$ cat src/rtl/cop_alu_pkg.sv
package cop_alu_pkg;
  typedef enum logic [2:0] {
    OP_ADD  = 3'b000,
    OP_SUB  = 3'b001,
    OP_AND  = 3'b010,
    OP_OR   = 3'b011,
    OP_XOR  = 3'b100,
    OP_XFER = 3'b101,
    OP_RSV6 = 3'b110,
    OP_RSV7 = 3'b111
  } alu_op_e;

  localparam int unsigned FLAG_W = 4;
  localparam int unsigned FLAG_C = 0;
  localparam int unsigned FLAG_V = 1;
  localparam int unsigned FLAG_Z = 2;
  localparam int unsigned FLAG_N = 3;

  typedef struct packed {
    logic n;
    logic z;
    logic v;
    logic c;
  } alu_flags_t;

  function automatic logic op_writes_flags(alu_op_e op);
    return op inside {OP_ADD, OP_SUB, OP_AND, OP_OR, OP_XOR};
  endfunction

  function automatic logic op_is_logic(alu_op_e op);
    return op inside {OP_AND, OP_OR, OP_XOR};
  endfunction
endpackage

$ cat src/rtl/cop_alu_unit.sv
module cop_alu_unit
  import cop_alu_pkg::*;
#(
  parameter int unsigned W = 16
) (
  input  alu_op_e        op_i,
  input  logic [W-1:0]   a_i,
  input  logic [W-1:0]   b_i,
  input  logic           c_prev_i,
  output logic [W-1:0]   res_o,
  output alu_flags_t     flags_o
);
  localparam int unsigned MSB = W - 1;

  logic [W:0] sum_w, dif_w;

  assign sum_w = {1'b0, a_i} + {1'b0, b_i};
  assign dif_w = {1'b0, a_i} - {1'b0, b_i};

  always_comb begin
    res_o     = '0;
    flags_o.c = c_prev_i;
    flags_o.v = 1'b0;
    unique case (op_i)
      OP_ADD: begin
        res_o     = sum_w[W-1:0];
        flags_o.c = sum_w[W];
        flags_o.v = (a_i[MSB] == b_i[MSB]) && (sum_w[MSB] != a_i[MSB]);
      end
      OP_SUB: begin
        res_o     = dif_w[W-1:0];
        flags_o.c = dif_w[W];  // borrow
        flags_o.v = (a_i[MSB] != b_i[MSB]) && (dif_w[MSB] != a_i[MSB]);
      end
      OP_AND:  res_o = a_i & b_i;
      OP_OR:   res_o = a_i | b_i;
      OP_XOR:  res_o = a_i ^ b_i;
      default: res_o = '0;
    endcase
    flags_o.n = res_o[MSB];
    flags_o.z = (res_o == '0);
  end
endmodule

$ cat src/rtl/cop_alu_flags.sv
module cop_alu_flags
  import cop_alu_pkg::*;
(
  input  logic       clk_i,
  input  logic       rst_ni,
  input  logic       we_i,
  input  alu_flags_t d_i,
  output alu_flags_t q_o
);
  always_ff @(posedge clk_i or negedge rst_ni) begin
    if (!rst_ni)   q_o <= '0;
    else if (we_i) q_o <= d_i;
  end

  // flags clear while in reset
  a_r8_reset_clear: assert property (@(posedge clk_i) !rst_ni |-> q_o == '0);

  // no write, no change
  a_r7_hold_no_we: assert property (@(posedge clk_i) disable iff (!rst_ni)
    !we_i |=> $stable(q_o));
endmodule

$ cat src/rtl/cop_alu.sv
module cop_alu
  import cop_alu_pkg::*;
#(
  parameter int unsigned DATA_W = 16
) (
  input  logic              clk_i,
  input  logic              rst_ni,
  input  logic              valid_i,
  input  logic [2:0]        op_i,
  input  logic              imm_form_i,
  input  logic              hi_lane_i,
  input  logic [DATA_W-1:0] rd_i,
  input  logic [DATA_W-1:0] rs1_i,
  input  logic [DATA_W-1:0] rs2_i,
  input  logic [DATA_W/2-1:0] imm_i,
  output logic [DATA_W-1:0] result_o,
  output logic              wr_en_o,
  output logic [3:0]        flags_o
);
  localparam int unsigned LANE_W = DATA_W / 2;

  alu_op_e      op;
  alu_flags_t   flags_q, full_fl, lane_fl, next_fl;
  logic [DATA_W-1:0] full_res;
  logic [LANE_W-1:0] lane_a, lane_res;
  logic         flag_we;

  assign op = alu_op_e'(op_i);

  // Full-width unit for the triadic form
  cop_alu_unit #(.W(DATA_W)) u_full (
    .op_i     (op),
    .a_i      (rs1_i),
    .b_i      (rs2_i),
    .c_prev_i (flags_q.c),
    .res_o    (full_res),
    .flags_o  (full_fl)
  );

  assign lane_a = hi_lane_i ? rd_i[DATA_W-1:LANE_W] : rd_i[LANE_W-1:0];

  // Byte-lane unit for the immediate form
  cop_alu_unit #(.W(LANE_W)) u_lane (
    .op_i     (op),
    .a_i      (lane_a),
    .b_i      (imm_i),
    .c_prev_i (flags_q.c),
    .res_o    (lane_res),
    .flags_o  (lane_fl)
  );

  always_comb begin
    result_o = '0;
    if (op == OP_XFER) begin
      result_o = {{(DATA_W-FLAG_W){1'b0}}, flags_q};
    end else if (op_writes_flags(op)) begin
      if (!imm_form_i)    result_o = full_res;
      else if (hi_lane_i) result_o = {lane_res, rd_i[LANE_W-1:0]};
      else                result_o = {rd_i[DATA_W-1:LANE_W], lane_res};
    end
  end

  assign next_fl = imm_form_i ? lane_fl : full_fl;
  assign flag_we = valid_i && op_writes_flags(op);
  assign wr_en_o = valid_i && (op_writes_flags(op) || op == OP_XFER);

  cop_alu_flags u_flags (
    .clk_i  (clk_i),
    .rst_ni (rst_ni),
    .we_i   (flag_we),
    .d_i    (next_fl),
    .q_o    (flags_q)
  );

  assign flags_o = flags_q;

  // logic ops keep carry
  a_r3_carry_kept: assert property (@(posedge clk_i) disable iff (!rst_ni)
    valid_i && op_is_logic(op) |=> flags_o[FLAG_C] == $past(flags_o[FLAG_C]));

  // logic ops clear overflow
  a_r3_v_clear: assert property (@(posedge clk_i) disable iff (!rst_ni)
    valid_i && op_is_logic(op) |=> !flags_o[FLAG_V]);

  // transfer leaves flags alone
  a_r6_xfer_stable: assert property (@(posedge clk_i) disable iff (!rst_ni)
    valid_i && op == OP_XFER |=> $stable(flags_o));

  // high-lane immediate keeps low byte
  a_r4_low_kept: assert property (@(posedge clk_i) disable iff (!rst_ni)
    imm_form_i && hi_lane_i && op_writes_flags(op) |->
      result_o[LANE_W-1:0] == rd_i[LANE_W-1:0]);

  // low-lane immediate keeps high byte
  a_r5_high_kept: assert property (@(posedge clk_i) disable iff (!rst_ni)
    imm_form_i && !hi_lane_i && op_writes_flags(op) |->
      result_o[DATA_W-1:LANE_W] == rd_i[DATA_W-1:LANE_W]);

  // idle means no write
  a_r8_idle_no_write: assert property (@(posedge clk_i) disable iff (!rst_ni)
    !valid_i |-> !wr_en_o);

  // reserved codes write nothing and hold flags
  a_r9_reserved: assert property (@(posedge clk_i) disable iff (!rst_ni)
    valid_i && op_i[2:1] == 2'b11 |=> $stable(flags_o));
endmodule

$ cat config.mk
export PLATFORM = sky130hd
export DESIGN_NAME = cop_alu
export DESIGN_NICKNAME = d
export VERILOG_FILES = /design/src/rtl/cop_alu_pkg.sv /design/src/rtl/cop_alu_unit.sv /design/src/rtl/cop_alu_flags.sv /design/src/rtl/cop_alu.sv
export SDC_FILE = /design/constraint.sdc
export NUM_CORES = 1
export LEC_CHECK = 0
export ABC_AREA = 1
export CAP_MARGIN = 20
export CORE_MARGIN = 5
export CORE_UTILIZATION = 55
export CTS_CLUSTER_SIZE = 14
export DETAILED_ROUTE_END_ITERATION = 16
export GPL_TIMING_DRIVEN = 0
export HOLD_SLACK_MARGIN = 0.03
export PLACE_DENSITY = 0.89
export SLEW_MARGIN = 20
export SYNTH_ARGS = -nofsm -noshare
export SYNTH_HDL_FRONTEND = slang
export SYNTH_SLANG_ARGS = --single-unit
$ cat constraint.sdc
create_clock -name clk_i -period 7.9 [get_ports clk_i]
set_input_delay 0.79 -clock clk_i [delete_from_list [all_inputs] [get_ports clk_i]]
set_output_delay 0.79 -clock clk_i [all_outputs]
set_load 0.005 [all_outputs]
==> results of run 1 <==
## report_power, final
part,switching [uW],total [uW],internal [uW]
Combinational,233,388,155
Sequential,3.43,27.7,24.2
Clock,11.6,44.1,32.6
## critical path, cell delays in order
cell and delay [ns]:
clkbuf_1 0.39, inv_1 0.13, clkbuf_1 0.27, or2_2 0.33, o21ai_0 0.11, inv_1 0.09, ha_1 0.27, buf_2 0.18
inv_1 0.15, a21oi_1 0.20, nand2_1 0.16, nand4_1 0.13, nand2_1 0.07, nand2_1 0.09, nand3_1 0.07, nand2_1 0.14
inv_1 0.08, nand2_1 0.06, o211ai_1 0.11, a21oi_1 0.21, clkdlybuf4s50_1 0.54
## cell families after synthesis
kind of cell,after synthesis,share of synthesized area (%)
adder cells (fa/ha/maj),77,21.1
flip-flops,4,2.12
AO/OA/AOI/OAI,146,17.6
AND/OR/NAND/NOR,445,41.4
XOR/XNOR,4,0.744
buffers and inverters,196,17.1
## final cells by class
type	count	area share, %
sequential	4	1.76
buffer	31	3.19
tap	105	2.31
multi-input combinational	672	66.9
inverter	165	10.9
clock buffer	3	0.725
timing repair buffer	81	14.2
## layout by cell type, fill, tap and decap left out, types with 2 or more instances in the layout
| cell type | instances |
|---|---|
| dfrtp_1 | 4 |
| buf_6 | 5 |
| nor3_1 | 7 |
| nor2_2 | 3 |
| nand4_1 | 17 |
| ha_1 | 73 |
| o211ai_1 | 3 |
| or2_2 | 10 |
| fa_1 | 4 |
| inv_2 | 6 |
| a21oi_1 | 63 |
| nor2_1 | 85 |
| a32o_1 | 2 |
| o21ai_0 | 39 |
| nand3_1 | 87 |
| o21bai_1 | 5 |
| o31ai_1 | 7 |
| xor2_1 | 3 |
| clkdlybuf4s50_1 | 81 |
| o21ai_1 | 6 |
| clkbuf_1 | 8 |
| nand2_1 | 219 |
| buf_4 | 2 |
| a21oi_2 | 2 |
| nand2_2 | 4 |
| inv_1 | 157 |
| clkbuf_8 | 3 |
| nand3_2 | 4 |
| buf_2 | 15 |
| o22ai_1 | 10 |
| nand3b_1 | 5 |
## synth_stat cells, types with 3 or more instances
master	n	area (um^2)
ha_1	73	913
inv_1	157	589
buf_6	5	56.3
nand3b_1	5	37.5
fa_1	4	80.1
a21oi_1	63	315
buf_2	15	75.1
o21bai_1	5	37.5
o211ai_1	3	22.5
o21ai_0	39	195
nand3_2	4	40.0
clkbuf_1	8	30.0
dfrtp_1	4	100
nand2_2	4	25.0
inv_2	6	22.5
o31ai_1	7	52.6
nand4_1	17	106
xor2_1	3	26.3
nor2_1	85	319
nand3_1	87	435
or2_2	10	62.6
nor2_2	3	18.8
o22ai_1	10	62.6
nand2_1	219	822
nor3_1	7	35.0
o21ai_1	6	30.0
## metrics by stage
stage,area [um^2],util (%),instances,worst slack (ns)
floorplan,4710,-,872,3.90
global placement,5650,68.1,1058,2.63
detailed placement,5650,68.1,1058,2.66
CTS,5690,68.6,1061,2.64
global route,5690,68.6,1061,2.21
finish,5690,68.6,1061,2.54
## routing by layer
metal  track usage (%)  wire length [um]
met2              49.9              7110
met5                 0                 0
met3              2.77              1460
met1              37.7              6210
met4              12.6               740
## worst min-delay path by stage
stage              startpoint              to  slack [ns]  cells after the start
2_1_floorplan          rst_ni  u_flags.q_o[0]        0.49                      0
6_report       u_flags.q_o[0]  u_flags.q_o[0]        0.61                      2
3_3_place_gp   u_flags.q_o[1]  u_flags.q_o[1]        0.58                      2
5_1_grt        u_flags.q_o[1]  u_flags.q_o[1]        0.61                      2
4_1_cts        u_flags.q_o[1]  u_flags.q_o[1]        0.59                      2
3_5_place_dp   u_flags.q_o[1]  u_flags.q_o[1]        0.58                      2
==> flow_metrics.env, run 1 <==
export IMPL_finalSetupViolations=0
export IMPL_largest_register_ffs=4
export IMPL_relSlewSlack_pct=60.2
export IMPL_place_gp_congestion=1.02
export IMPL_ant_nets=0
export IMPL_ctsResizeCount=0
export IMPL_via_per_inst=5.51
export IMPL_fill_cells=822
export IMPL_io_buffers=81
export IMPL_crit_path_start_kind="input pin"
export IMPL_multi_input_area_um2=3810
export IMPL_fp_dieW_um=103
export IMPL_rrSetupSlack_ns=7.15
export IMPL_period_needed_ns=5.36
export IMPL_hold_path_class="flip-flop to flip-flop"
export IMPL_yosysSeqAreaShare_pct=2.12
export IMPL_clk_latency_ns=0.22
export IMPL_ys_async_sr_fraction_pct=100
export IMPL_drt_wl_total_um=15500
export IMPL_finalSetupTns_ns=0
export IMPL_die_area_um2=10500
export IMPL_clk_path_buf_depth=2
export IMPL_p_leak_uw=0.00314
export IMPL_yosys_register_bits=4
export IMPL_wl_per_cell_um=14.6
export IMPL_worst_slew_pin_slew_ns=0.590
export IMPL_hold_viol_final=0
export IMPL_netlist_instances=872
export IMPL_ff2ff_path_depth=2
export IMPL_synthToLayoutAreaGrowth_pct=20.9
export IMPL_ioPinCount=85
export IMPL_cts_made_buffers=3
export IMPL_outcome="completed"
export IMPL_syn_nets=1013
export IMPL_num_rows=33
export IMPL_grt_overflow=0
export IMPL_critPathCaptureType="output port"
export IMPL_cp_max_fo=10
export IMPL_drtIter0Drc=454
export IMPL_crit_reg2reg_launch="u_flags.q_o[2]"
export IMPL_ir_drop_uv=36.7
export IMPL_rsz0062_at_grt="false"
export IMPL_syn_area_um2=4710
export IMPL_drtPass1Iterations=6
export IMPL_htreeDepth=1
export IMPL_cap_violations=0
export IMPL_regArea_um2=100
export IMPL_clkTransAtPathRegs_ns=0.03
export IMPL_cts_sinks=4
export IMPL_die_y_um=103
export IMPL_p_total_uw=460
export IMPL_initial_core_util_pct=56.8
export IMPL_antenna_found_initial=0
export IMPL_endpoint="result_o[7]"
export IMPL_cts_tree="yes"
export IMPL_final_nets=1099
export IMPL_yosysWarnings=0
export IMPL_diodes=0
export IMPL_r2r_end="u_flags.q_o[2]"
export IMPL_clock_skew_ns=0
export IMPL_whs_ns=0.613
export IMPL_post_cts_buffers=0
export IMPL_biggestRegsByFlops="u_flags.q_o x4"
export IMPL_drcViolationCount=0
export IMPL_grtUsageTotal_pct=29.3
export IMPL_grt_pass1_wl_um=24900
export IMPL_critical_path_class="input pin to output port"
export IMPL_min_period_over_period_pct=67.8
export IMPL_vias=5848
export IMPL_fp_coreArea_um2=8300
export IMPL_worstSetupStartpoint="hi_lane_i"
export IMPL_worstPathRequired_ns=7.11
export IMPL_max_clock_freq_mhz=187
export IMPL_cellPowerDensity_nw_per_um2=80.7
export IMPL_hold_buffers=0
export IMPL_grt_pass1_vias=5433
export IMPL_synth_main_ff_cell="dfrtp_1"
export IMPL_avgSynthCellArea_um2=5.40
export IMPL_drive_above_1_share_pct=6.38
export IMPL_cts_root_buf="clkbuf_8"
export IMPL_synth_edf_count=0
export IMPL_grt_max_degree=11
export IMPL_finalMaxSlewViolations=0
export IMPL_hpwl_um=13000
export IMPL_synth_distinct_cells=46
export IMPL_worstPathArrival_ns=4.57
export IMPL_regMostFlops="u_flags.q_o"
(Power assumes the default switching activity.)
==> run 2, diff against run 1 <==
Settings changed: CORE_UTILIZATION 55 to 50, PLACE_DENSITY 0.89 to 0.86.
Clock period 7.9 ns to 4.72 ns, I/O delays scaled along.
==> run 2 against run 1 <==
- register-to-register slack worse by 3.2 ns
- clock skew unchanged
- sequential power rose by 68%
- flip-flop and latch count is the same
- count of clock-buffer cells in the layout unchanged
- combinational power up 68%
- wire length increased by 0.65%
- cell count increased by 1.1%
- highest routed layer unchanged
==> flow_metrics.env, run 2 (same netlist as run 1, synthesis figures left out) <==
export IMPL_outcome="completed"
export IMPL_hpwl_um=12900
export IMPL_grt_pass1_vias=5509
export IMPL_hold_path_class="input pin to async pin"
export IMPL_cts_sinks=4
export IMPL_grt_max_degree=11
export IMPL_htreeDepth=1
export IMPL_regMostFlops="u_flags.q_o"
export IMPL_worstPathArrival_ns=4.02
export IMPL_final_nets=1105
export IMPL_ant_nets=0
export IMPL_grtUsageTotal_pct=26.3
export IMPL_fill_cells=931
export IMPL_crit_path_top_delay_cell="clkdlybuf4s50_1"
export IMPL_dp_cells=1064
export IMPL_final_common_cell="nand2_1"
export IMPL_finalSetupViolations=0
export IMPL_clk_latency_ns=0.22
export IMPL_crit_path_start_kind="input pin"
export IMPL_relSlewSlack_pct=63.2
export IMPL_critical_path_class="input pin to output port"
export IMPL_finalSetupTns_ns=0
export IMPL_vias=5895
export IMPL_cellPowerDensity_nw_per_um2=134
export IMPL_clkTransAtPathRegs_ns=0.03
export IMPL_diodes=0
export IMPL_drcViolationCount=0
export IMPL_ioPinCount=85
export IMPL_whs_ns=0.456
export IMPL_drive_above_1_share_pct=7.38
export IMPL_final_cells=1073
export IMPL_initial_core_util_pct=51.2
export IMPL_p_leak_uw=0.00318
export IMPL_fp_dieW_um=107
export IMPL_drtIter0Drc=476
export IMPL_p_total_uw=770
export IMPL_finalMaxSlewViolations=0
export IMPL_clock_skew_ns=0
export IMPL_critPathCaptureType="output port"
export IMPL_via_per_inst=5.49
export IMPL_cp_cell_sequence="buf_2, clkinvlp_4, buf_4, or2_2, o21ai_0, inv_1, ha_1, clkbuf_2, inv_1, a21oi_1, o21a_1, nand2_1, nand2_1, nand3_1, nand2_1, inv_1, nand2_1, o211ai_1, a21oi_1, clkdlybuf4s50_1"
export IMPL_cap_violations=0
export IMPL_min_period_over_period_pct=95.2
export IMPL_cts_made_buffers=3
export IMPL_antenna_found_initial=0
export IMPL_biggestRegsByFlops="u_flags.q_o x4"
export IMPL_num_rows=35
export IMPL_post_place_ws_ns=0.0750
export IMPL_wl_per_cell_um=14.6
export IMPL_hold_viol_final=0
export IMPL_io_buffers=81
export IMPL_cp_max_fo=10
export IMPL_crit_reg2reg_launch="u_flags.q_o[2]"
export IMPL_worstPathRequired_ns=4.25
export IMPL_crit_top_cell="nand2_1"
export IMPL_largest_register_ffs=4
export IMPL_ir_drop_uv=83.0
export IMPL_cp_slowest_stage_delay_ns=0.54
export IMPL_period_needed_ns=4.49
export IMPL_cts_tree="yes"
export IMPL_place_gp_congestion=0.987
export IMPL_clk_path_buf_depth=2
export IMPL_worstSetupStartpoint="hi_lane_i"
export IMPL_drtPass1Iterations=5
export IMPL_grt_overflow=0
export IMPL_drt_wl_total_um=15600
export IMPL_max_clock_freq_mhz=223
export IMPL_die_y_um=107
export IMPL_cts_root_buf="clkbuf_8"
export IMPL_most_common_layout_cells="219 x nand2_1, 156 x inv_1, 87 x nand3_1, 85 x nor2_1, 81 x clkdlybuf4s50_1"
export IMPL_fp_coreArea_um2=9200
export IMPL_die_area_um2=11500
export IMPL_worst_slack_ns=0.229
export IMPL_synthToLayoutAreaGrowth_pct=22.2
export IMPL_grt_pass1_wl_um=24900
export IMPL_worst_slew_pin_slew_ns=0.553
-- run 2: cell count changes in the layout (fill, tap and decap cells not counted) --
| cell | change |
|---|---|
| buf_2 | +1 |
| buf_4 | +7 |
| clkbuf_1 | -3 |
| clkbuf_2 | +1 |
| clkinvlp_4 | +1 |
| inv_1 | -1 |
-- run 2: worst paths after layout --
kind	slack (ns)	endpoint	depth (start not counted)
hold / removal	0.46	u_flags.q_o[3]	1
setup reg to reg	3.97	u_flags.q_o[2]	2
min in group clk_i	0.60	u_flags.q_o[1]	2
max in group asynchronous	4.10	u_flags.q_o[2]	1
hold reg to reg	0.60	u_flags.q_o[1]	2
setup / recovery	0.23	result_o[7]	20
-- run 2: worst max-delay path, delay by kind of cell --
kind            cells  cell delay, ns
compound gates      5            0.90
fa+ha+maj           1            0.28
buf+inv             8            1.71
simple gates        6            0.66
-- run 2: stage by stage --
stage	instance area (um^2)	util [%]
after detailed placement	5660	61.6
after global placement	5660	61.6
after floorplan	4710	-
final	5760	62.6
after CTS	5700	62.0
after global routing	5760	62.6
-- run 2: layout make-up --
type                            instances  area, um^2  share of cell area [%]
Clock buffer                            3        41.3                   0.717
Inverter                              165         626                    10.9
Buffer                                 30         180                    3.13
Sequential cell                         4         100                    1.74
Multi-Input combinational cell        672        3810                    66.1
Timing Repair Buffer                   88         863                    15.0
Tap cell                              111         139                    2.41
-- run 2: what timing repair did --
item / 4_1_cts / 5_1_grt
hold buffers: 0 / 0
hold endpoints to repair: 0 / 0
resized for setup: 0 / 6
setup buffers: 0 / 7
endpoints found under the setup margin: 0 / 7
-- run 2: layer usage --
| layer | part of all wire [%] | vias to the layer above | wire (um) | track usage (%) |
|---|---|---|---|---|
| met1 | 41 | 2581 | 6370 | 32.5 |
| met5 | 0 | - | 0 | 0 |
| met3 | 8.7 | 54 | 1350 | 2.83 |
| met2 | 46 | 289 | 7180 | 45.6 |
| li1 | - | 2971 | - | - |
| met4 | 4.6 | 0 | 718 | 12.1 |
-- run 2: power by group --
| group | switching, uW | leakage, uW | internal [uW] |
|---|---|---|---|
| Combinational | 390 | 0.00311 | 262 |
| Clock | 17.2 | 0.0000216 | 54.3 |
| Sequential | 5.95 | 0.0000492 | 40.6 |
==> run 3, diff against run 2 <==
Settings changed: CORE_UTILIZATION 50 to 55, PLACE_DENSITY 0.86 to 0.89.
Clock period 4.72 ns to 4.9 ns, I/O delays scaled along.
==> run 3 against run 2 <==
- wire length decreased by 0.53%
- worst hold slack improved by 0.025 ns
- critical path depth increased by 1
- non-clock buffer count decreased by 6
- clock power decreased by 1%
- sequential power decreased by 4.3%
- combinational power decreased by 4.0%
- power decreased by 3.8%
- critical path type unchanged
==> flow_metrics.env, run 3 (same netlist as run 1, synthesis figures left out) <==
export IMPL_htreeDepth=1
export IMPL_hpwl_um=13000
export IMPL_max_clock_freq_mhz=220
export IMPL_relSlewSlack_pct=60.4
export IMPL_grt_overflow=0
export IMPL_cts_made_buffers=3
export IMPL_wl_per_cell_um=14.6
export IMPL_grt_pass1_wl_um=24900
export IMPL_crit_top_cell="nand2_1"
export IMPL_grt_pass1_vias=5433
export IMPL_min_period_over_period_pct=92.9
export IMPL_cap_violations=0
export IMPL_finalMaxSlewViolations=0
export IMPL_grt_max_degree=11
export IMPL_vias=5850
export IMPL_met2_wirelength_um=7130
export IMPL_period_needed_ns=4.55
export IMPL_drtPass1Iterations=6
export IMPL_worst_slew_pin_slew_ns=0.588
export IMPL_seqPwrFrac_pct=6.0
export IMPL_crit_path_start_kind="input pin"
export IMPL_rsz0062_at_grt="false"
export IMPL_io_buffers=81
export IMPL_biggestRegsByFlops="u_flags.q_o x4"
export IMPL_ir_drop_uv=59.3
export IMPL_hold_viol_final=0
export IMPL_post_cts_buffers=0
export IMPL_worstPathArrival_ns=4.06
export IMPL_critical_path_class="input pin to output port"
export IMPL_fp_coreArea_um2=8300
export IMPL_regMostFlops="u_flags.q_o"
export IMPL_clk_latency_ns=0.22
export IMPL_ant_nets=0
export IMPL_cp_slowest_stage_delay_ns=0.54
export IMPL_largest_register_ffs=4
export IMPL_drive_above_1_share_pct=6.49
export IMPL_clkPwrFrac_pct=9.6
export IMPL_switchingPower_uw=400
export IMPL_cellPowerDensity_nw_per_um2=130
export IMPL_initial_core_util_pct=56.8
export IMPL_place_gp_congestion=1.02
export IMPL_p_leak_uw=0.00315
export IMPL_drt_wl_total_um=15500
export IMPL_ioPinCount=85
export IMPL_hold_buffers=0
export IMPL_rrSetupSlack_ns=4.15
export IMPL_fp_dieW_um=103
export IMPL_cts_root_buf="clkbuf_8"
export IMPL_met3_length_um=1520
export IMPL_drtIter0Drc=454
export IMPL_num_rows=33
export IMPL_clock_skew_ns=0
export IMPL_antenna_found_initial=0
export IMPL_finalSetupTns_ns=0
export IMPL_cts_tree="yes"
export IMPL_power_frac_comb_pct=84.4
export IMPL_hold_path_class="input pin to async pin"
export IMPL_diodes=0
export IMPL_critPathCaptureType="output port"
export IMPL_crit_path_top_delay_cell="clkdlybuf4s50_1"
export IMPL_fill_cells=821
export IMPL_via_per_inst=5.51
export IMPL_die_area_um2=10500
export IMPL_clkTransAtPathRegs_ns=0.03
export IMPL_cp_max_fo=10
export IMPL_top_layer="met4"
export IMPL_worstPathRequired_ns=4.41
export IMPL_most_common_layout_cells="219 x nand2_1, 157 x inv_1, 87 x nand3_1, 85 x nor2_1, 81 x clkdlybuf4s50_1"
export IMPL_cts_sinks=4
export IMPL_p_int_uw=341
export IMPL_clk_path_buf_depth=2
export IMPL_whs_ns=0.481
export IMPL_final_nets=1099
export IMPL_final_common_cell="nand2_1"
export IMPL_wl_met1_um=6150
export IMPL_outcome="completed"
export IMPL_cp_cell_sequence="clkbuf_2, inv_1, clkbuf_1, or2_2, o21ai_0, inv_1, ha_1, buf_2, inv_1, a21oi_1, nand2_1, nand4_1, nand2_1, nand2_1, nand3_1, nand2_1, inv_1, nand2_1, o211ai_1, a21oi_1, clkdlybuf4s50_1"
export IMPL_finalSetupViolations=0
export IMPL_drcViolationCount=0
export IMPL_grtUsageTotal_pct=29.3
export IMPL_swShare_pct=54.0
export IMPL_die_y_um=103
export IMPL_synthToLayoutAreaGrowth_pct=20.9
run 3: cell count changes in the layout (fill, tap and decap cells not counted), sizes merged:
cell,previous run,this run
clkbuf,10,12
clkinvlp,1,0
inv,163,164
buf,30,22
run 3: worst paths after layout:
kind | from | endpoint | cells after the start
max | hi_lane_i | result_o[7] | 21
min | rst_ni | u_flags.q_o[2] | 1
max reg2reg | u_flags.q_o[2] | u_flags.q_o[2] | 2
min reg2reg | u_flags.q_o[0] | u_flags.q_o[0] | 2
max in group asynchronous | rst_ni | u_flags.q_o[1] | 1
min in group clk_i | u_flags.q_o[0] | u_flags.q_o[0] | 2
run 3: metal layers:
metal  global-route usage [%]  vias to the layer above
met1                     37.7                     2531
met4                     12.6                        0
met3                     2.77                       60
met5                        0                        -
met2                     49.9                      299
li1                         -                     2960
run 3: critical path, delay by kind of cell:
| family | cells | cell delay [ns] |
|---|---|---|
| AO/OA/AOI/OAI | 4 | 0.63 |
| adder cells (fa/ha/maj) | 1 | 0.27 |
| AND/OR/NAND/NOR | 8 | 1.04 |
| buffers and inverters | 8 | 1.62 |
run 3: cell type report:
| cell class | count | area (um^2) | area share, % |
|---|---|---|---|
| timing repair buffer | 81 | 811 | 14.2 |
| buffer | 31 | 183 | 3.21 |
| clock buffer | 3 | 41.3 | 0.725 |
| sequential | 4 | 100 | 1.76 |
| inverter | 165 | 622 | 10.9 |
| tap | 105 | 131 | 2.31 |
| multi-input combinational | 672 | 3810 | 66.8 |
run 3: repair_timing:
| action | CTS | global route |
|---|---|---|
| hold endpoints to repair | 0 | 0 |
| endpoints found under the setup margin | 0 | 2 |
| gates resized for setup | 0 | 2 |
run 3: stage by stage:
step	cell area [um^2]	total power, uW	setup slack (ns)	instances	util (%)
after floorplan	4710	433	1.50	872	-
after global placement	5650	645	0.226	1058	68.1
after detailed placement	5650	655	0.257	1058	68.1
after CTS	5690	730	0.239	1061	68.6
after global routing	5700	814	0.0311	1061	68.6
final	5700	741	0.350	1061	68.6
run 3: power groups by stage:
stage	sequential, uW	combinational [uW]	clock [uW]
5_1_grt	44.8	694	74.7
3_3_place_gp	44.5	601	0
3_5_place_dp	44.5	611	0
2_1_floorplan	42.9	390	0
4_1_cts	44.2	614	72.5
6_report	44.5	626	70.8
